[src/rtl/link_pm.sv]
module link_pm #(
  parameter int DW = 16,
  parameter int AW = 7,
  parameter int NREG = 4,
  parameter int DIV = 2,
  parameter int READY_BCLK = 16,
  parameter int WARM_CYC = 200,
  parameter int PD_BIT = 12,
  parameter logic [AW-1:0] PD_ADDR = 7'h26,
  parameter logic [AW-1:0] RST_ADDR = 7'h00,
  parameter logic [AW-1:0] BANK_BASE = 7'h02,
  parameter logic [DW-1:0] BANK_DEFAULT = 16'h8000
) (
  input  logic          clk,
  input  logic          cold_rst_n,
  input  logic          sync_i,
  input  logic          wr_valid_i,
  input  logic [AW-1:0] wr_addr_i,
  input  logic [DW-1:0] wr_data_i,
  input  logic          sdin_raw_i,
  input  logic [AW-1:0] rd_addr_i,
  output logic          bit_clk_o,
  output logic          sdin_o,
  output logic          codec_ready_o,
  output logic [DW-1:0] rd_data_o
);
  localparam int DCW = $clog2(DIV + 1);
  localparam int RCW = $clog2(READY_BCLK + 1);
  localparam int WCW = $clog2(WARM_CYC + 1);

  typedef enum logic [1:0] {S_RUN, S_DOWN, S_ARMED} st_t;

  st_t                      state;
  logic [DCW-1:0]           dcnt;
  logic [RCW-1:0]           rcnt;
  logic [WCW-1:0]           wcnt;
  logic                     bclk;
  logic                     ready;
  logic [DW-1:0]            pd_q;
  logic [NREG-1:0][DW-1:0]  bank;

  wire running  = (state == S_RUN);
  wire wr_ok    = running && wr_valid_i;
  wire pd_hit   = wr_ok && (wr_addr_i == PD_ADDR);
  wire pd_enter = pd_hit && wr_data_i[PD_BIT];
  wire rst_hit  = wr_ok && (wr_addr_i == RST_ADDR);
  wire tick     = running && (dcnt == DCW'(DIV - 1));
  wire rise     = tick && !bclk;

  always_ff @(posedge clk or negedge cold_rst_n) begin
    if (!cold_rst_n) begin
      state <= S_RUN;
      dcnt  <= '0;
      bclk  <= 1'b0;
      rcnt  <= '0;
      ready <= 1'b0;
      wcnt  <= '0;
    end else begin
      case (state)
        S_RUN: begin
          if (pd_enter) begin
            state <= S_DOWN;
            dcnt  <= '0;
            bclk  <= 1'b0;
            rcnt  <= '0;
            ready <= 1'b0;
            wcnt  <= '0;
          end else begin
            if (tick) begin
              dcnt <= '0;
              bclk <= ~bclk;
            end else begin
              dcnt <= dcnt + 1'b1;
            end
            if (rise && !ready) begin
              if (rcnt == RCW'(READY_BCLK - 1)) ready <= 1'b1;
              else rcnt <= rcnt + 1'b1;
            end
          end
        end
        S_DOWN: begin
          if (sync_i) begin
            if (wcnt == WCW'(WARM_CYC - 1)) state <= S_ARMED;
            else wcnt <= wcnt + 1'b1;
          end else begin
            wcnt <= '0;
          end
        end
        S_ARMED: begin
          if (!sync_i) begin
            state <= S_RUN;
            wcnt  <= '0;
          end
        end
        default: state <= S_RUN;
      endcase
    end
  end

  always_ff @(posedge clk or negedge cold_rst_n) begin
    if (!cold_rst_n)  pd_q <= '0;
    else if (rst_hit) pd_q <= '0;
    else if (pd_hit)  pd_q <= wr_data_i;
  end

  for (genvar i = 0; i < NREG; i++) begin : g_reg
    localparam logic [AW-1:0] MY_ADDR = AW'(BANK_BASE + 2 * i);
    logic [DW-1:0] q;
    always_ff @(posedge clk or negedge cold_rst_n) begin
      if (!cold_rst_n)  q <= BANK_DEFAULT;
      else if (rst_hit) q <= BANK_DEFAULT;
      else if (wr_ok && wr_addr_i == MY_ADDR) q <= wr_data_i;
    end
    assign bank[i] = q;
  end

  always_comb begin
    rd_data_o = '0;
    if (rd_addr_i == PD_ADDR) rd_data_o = pd_q;
    for (int i = 0; i < NREG; i++)
      if (rd_addr_i == AW'(BANK_BASE + 2 * i)) rd_data_o = bank[i];
  end

  assign bit_clk_o     = bclk;
  assign sdin_o        = running & sdin_raw_i;
  assign codec_ready_o = ready;
endmodule

[config.mk]
export PLATFORM = sky130hd
export DESIGN_NAME = link_pm
export DESIGN_NICKNAME = d
export VERILOG_FILES = /design/src/rtl/link_pm.sv
export SDC_FILE = /design/constraint.sdc
export NUM_CORES = 1
export LEC_CHECK = 0
export BUFFER_PORTS_ARGS = -buffer_cell sky130_fd_sc_hd__buf_4
export CORE_MARGIN = 2
export CORE_UTILIZATION = 50
export CTS_CLUSTER_DIAMETER = 60
export DETAILED_ROUTE_END_ITERATION = 6
export PLACE_DENSITY = 0.72
export SETUP_SLACK_MARGIN = 0.15
export SLEW_MARGIN = 20
export SYNTH_ARGS = -nofsm -noshare
export SYNTH_HDL_FRONTEND = slang
export SYNTH_SLANG_ARGS = --single-unit
export TNS_END_PERCENT = 20
[constraint.sdc]
create_clock -name clk -period 1.8 [get_ports clk]
set_input_delay 0.09 -clock clk [delete_from_list [all_inputs] [get_ports clk]]
set_output_delay 0.09 -clock clk [all_outputs]
set_load 0.02 [all_outputs]
==> impl_metrics.csv <==
group,metric,value,unit
cts,cts_inserted_buffers,9,
sta,final.setup_skew,4.42,ps
sta,worstMarginPinSlew,617,ps
global_routing,grt_util_met1,37.7,%
sta,fmax,589,MHz
final_layout,nets,675,
critical_path,critPathKind,"reg -> reg",
synthesis,ys_seq_area_share,49.1,%
synthesis,syn_area,5060,um^2
final_layout,diodes,0,
cts,root_buffer,"clkbuf_8",
global_routing,grt.total_usage,27.0,%
sta,relSlewSlack,58.3,%
synthesis,synth_async_sr_flop_share,100,%
global_routing,grt_pass1_wl,23.3,mm
cts,clkSinkCount,99,
sta,finalCritPeriodShare,94.2,%
pwr,p_leak,2.73,nW
route,via_per_inst,5.91,
synthesis,synth-edff-count,0,
floorplanning,dieWidth,105,um
route,drt_first_pass_iters,5,
global_routing,use_met2,42.5,%
critical_path,worstPathMaxFanout,10,
cts,cts_tree,"yes",
place,port_buffers,53,
route,routed_wl,14.3,mm
final_layout,multiInputGateArea,2480,um^2
outcome,status,"finished, final reports clean",
critical_path,start_kind,"flop",
cts,clock_latency,360,ps
place,placed_area,5710,um^2
global_routing,overflow,0,
floorplanning,core_area,9820,um^2
global_routing,grt_max_degree,37,
route,num_vias,4580,
worst_hold_path,hp-start,"wr_data_i[4]",
sta,hold_violations,0,
critical_path,r2r_setup_slack,100,ps
pwr,total_power,4.94,mW
final_layout,ff_latch_area,2480,um^2
final_layout,nFillCells,863,
synthesis,synth_top_area_share,47.0,%
cts,cts_buffer_depth,2,
synthesis,syn-num-nets,605,
synthesis,synth_cell_types,50,
critical_path,crit_arrival,1950,ps
sta,period_needed,1700,ps
sta,rsz0062_at_grt,"true",
synthesis,ys_ff_latch,99,
critical_path,r2r_end,"pd_q[3]$_DFFE_PN0P_",
place,gp_congestion,0.840,
floorplanning,die_area,10900,um^2
critical_path,ff2ff_path_depth,6,
route,drtIter0Drc,325,
worst_hold_path,min_to,"g_reg[3].q[4]$_DFFE_PN0P_",
synthesis,synth_common_cells,"nand2_1, dfrtp_1, o21ai_0, clkbuf_1, nor2_1",
floorplanning,ios,54,
global_routing,grt_antenna_before_repair,0,
synthesis,synth_top_area_cell,"dfrtp_1",
sta,drv_slew,0,
critical_path,crit_path_end_kind,"flop",
global_routing,grt_pass1_vias,4626,
final_layout,drive_gt1_share,23.7,%
synthesis,synth_warnings,0,
synthesis,ys_top_cells_by_area,"dfrtp_1, nand2_1, o21ai_0",
sta,setup_tns,0,ps
final_layout,fin_area,6190,um^2
critical_path,crit-reg2reg-launch,"state[0]$_DFFE_PN0P_",
synthesis,ys.flop_type,"dfrtp_1",
route,ant_nets,0,
worst_hold_path,hold_depth,3,
cts,h-tree-depth,3,
floorplanning,rows,36,
final_layout,area_growth_syn_to_layout,22.3,%
pwr,irDropWorstVdd,0.000474,V
pwr,powerDensity,798,nW/um^2
route,wl_per_cell,18.5,um
global_routing,grt_util_met3,4.99,%
critical_path,cp_data_required_time,2050,ps
floorplanning,initial_core_util,51.5,%
worst_hold_path,hold_path.class,"in -> reg",
floorplanning,die_h,105,um
synthesis,synthCells,567,
sta,setup_viol,0,
job,drv_cap,0,
place,dp_hpwl,9.06,mm
route,drc,0,
cts,cts.clk_slew.worst_paths,100,ps
global_routing,top_usage_layer,"met2",
synthesis,yosysMostFrequentCell,"nand2_1",
synthesis,syn_avg_cell_area,8.92,um^2
## flip-flops by register name (all words and copies together), names as in the netlist
name	cells
state	2
g.q	64
dcnt	2
wcnt	8
bit_clk_o	1
rcnt	5
pd_q	16
codec_ready_o	1
## cell type report
| type | count | share of cell area, % |
|---|---|---|
| inverters | 9 | 0.546 |
| clock buffers | 11 | 2.28 |
| multi-input cells | 418 | 40.1 |
| repair buffers | 100 | 13.7 |
| well taps | 133 | 2.69 |
| flip-flops and latches | 99 | 40.1 |
| clock inverters | 5 | 0.606 |
## worst max-delay path by stage
stage / from / endpoint / slack [ps] / depth (start not counted)
2_1_floorplan: state[0]$_DFFE_PN0P_ / pd_q[10]$_DFFE_PN0P_ / -60 / 6
3_3_place_gp: wr_addr_i[3] / wcnt[6]$_DFFE_PN0P_ / 110 / 5
3_5_place_dp: rcnt[0]$_DFFE_PN0P_ / rcnt[4]$_DFFE_PN0P_ / 0.9 / 7
4_1_cts: state[0]$_DFFE_PN0P_ / pd_q[14]$_DFFE_PN0P_ / 140 / 6
5_1_grt: state[0]$_DFFE_PN0P_ / pd_q[3]$_DFFE_PN0P_ / 20 / 6
6_report: state[0]$_DFFE_PN0P_ / pd_q[3]$_DFFE_PN0P_ / 100 / 6
## power breakdown
group          switching, mW  total [mW]  internal (mW)
Combinational          0.529       0.963          0.435
Clock                  0.793        1.34          0.547
Sequential             0.172        2.64           2.46
## worst max-delay path, stage by stage (launching register included)
cell and delay (ps):
dfrtp_1 390, or3_4 430, buf_4 160, nor3_4 140, and3_1 220, buf_6 180
nor2_1 60
## layer usage
layer / share of wire, % / wire (um) / vias to the layer above
met1: 44 / 6360 / 2223
li1: - / - / 2143
met5: 0 / 0 / -
met4: 1.3 / 190 / 0
met3: 7.2 / 1030 / 17
met2: 47 / 6720 / 197
## stage by stage
step | setup slack, ps | hold slack [ps] | std cells | utilization [%]
floorplan | -63.4 | -206 | 567 | -
global placement | 109 | 64.9 | 742 | 58.1
detailed placement | 0.947 | 73.6 | 742 | 58.1
CTS | 142 | 0.464 | 771 | 62.0
global route | 20.4 | 4.69 | 775 | 63.0
finish | 104 | 5.76 | 775 | 63.0
## kinds of logic (layout without fill, tap and decap cells)
| logic type | after synthesis | after routing | synth area share [%] |
|---|---|---|---|
| buf+inv | 50 | 125 | 4.38 |
| fa+ha+maj | 3 | 3 | 0.742 |
| mux | 18 | 18 | 3.61 |
| compound gates | 166 | 166 | 20.6 |
| xor+xnor | 4 | 4 | 0.693 |
| flops | 99 | 99 | 49.1 |
| simple gates | 227 | 227 | 20.9 |
## layout by cell type, fill, tap and decap left out, types with 3 or more instances in the layout
cell type,synthesis,layout
buf_4,1,86
nor2_1,33,33
dfstp_2,4,4
a21oi_1,21,20
and3_1,6,6
o22ai_1,16,16
o21ai_0,66,65
a32oi_1,15,15
inv_1,9,9
a31oi_1,7,3
xor2_1,3,3
nor3_2,0,3
dfrtp_1,95,94
a22oi_1,16,16
nand2b_1,8,8
dlygate4sd3_1,0,7
nand4_1,4,4
clkbuf_8,0,10
nor3_1,6,3
mux2i_1,16,14
nor2_2,10,10
a22o_1,16,16
and2_1,4,4
nand3_1,8,8
nand2_1,131,131
## repair_timing
action,CTS,global route
buffers inserted,6,2
pin swaps,4,1
hold buffers,6,1
endpoints found under the setup margin,21,112
hold endpoints to repair,34,1
cloned,1,1
resized for setup,15,11
No activity file was read; power rests on OpenSTA's default activity.
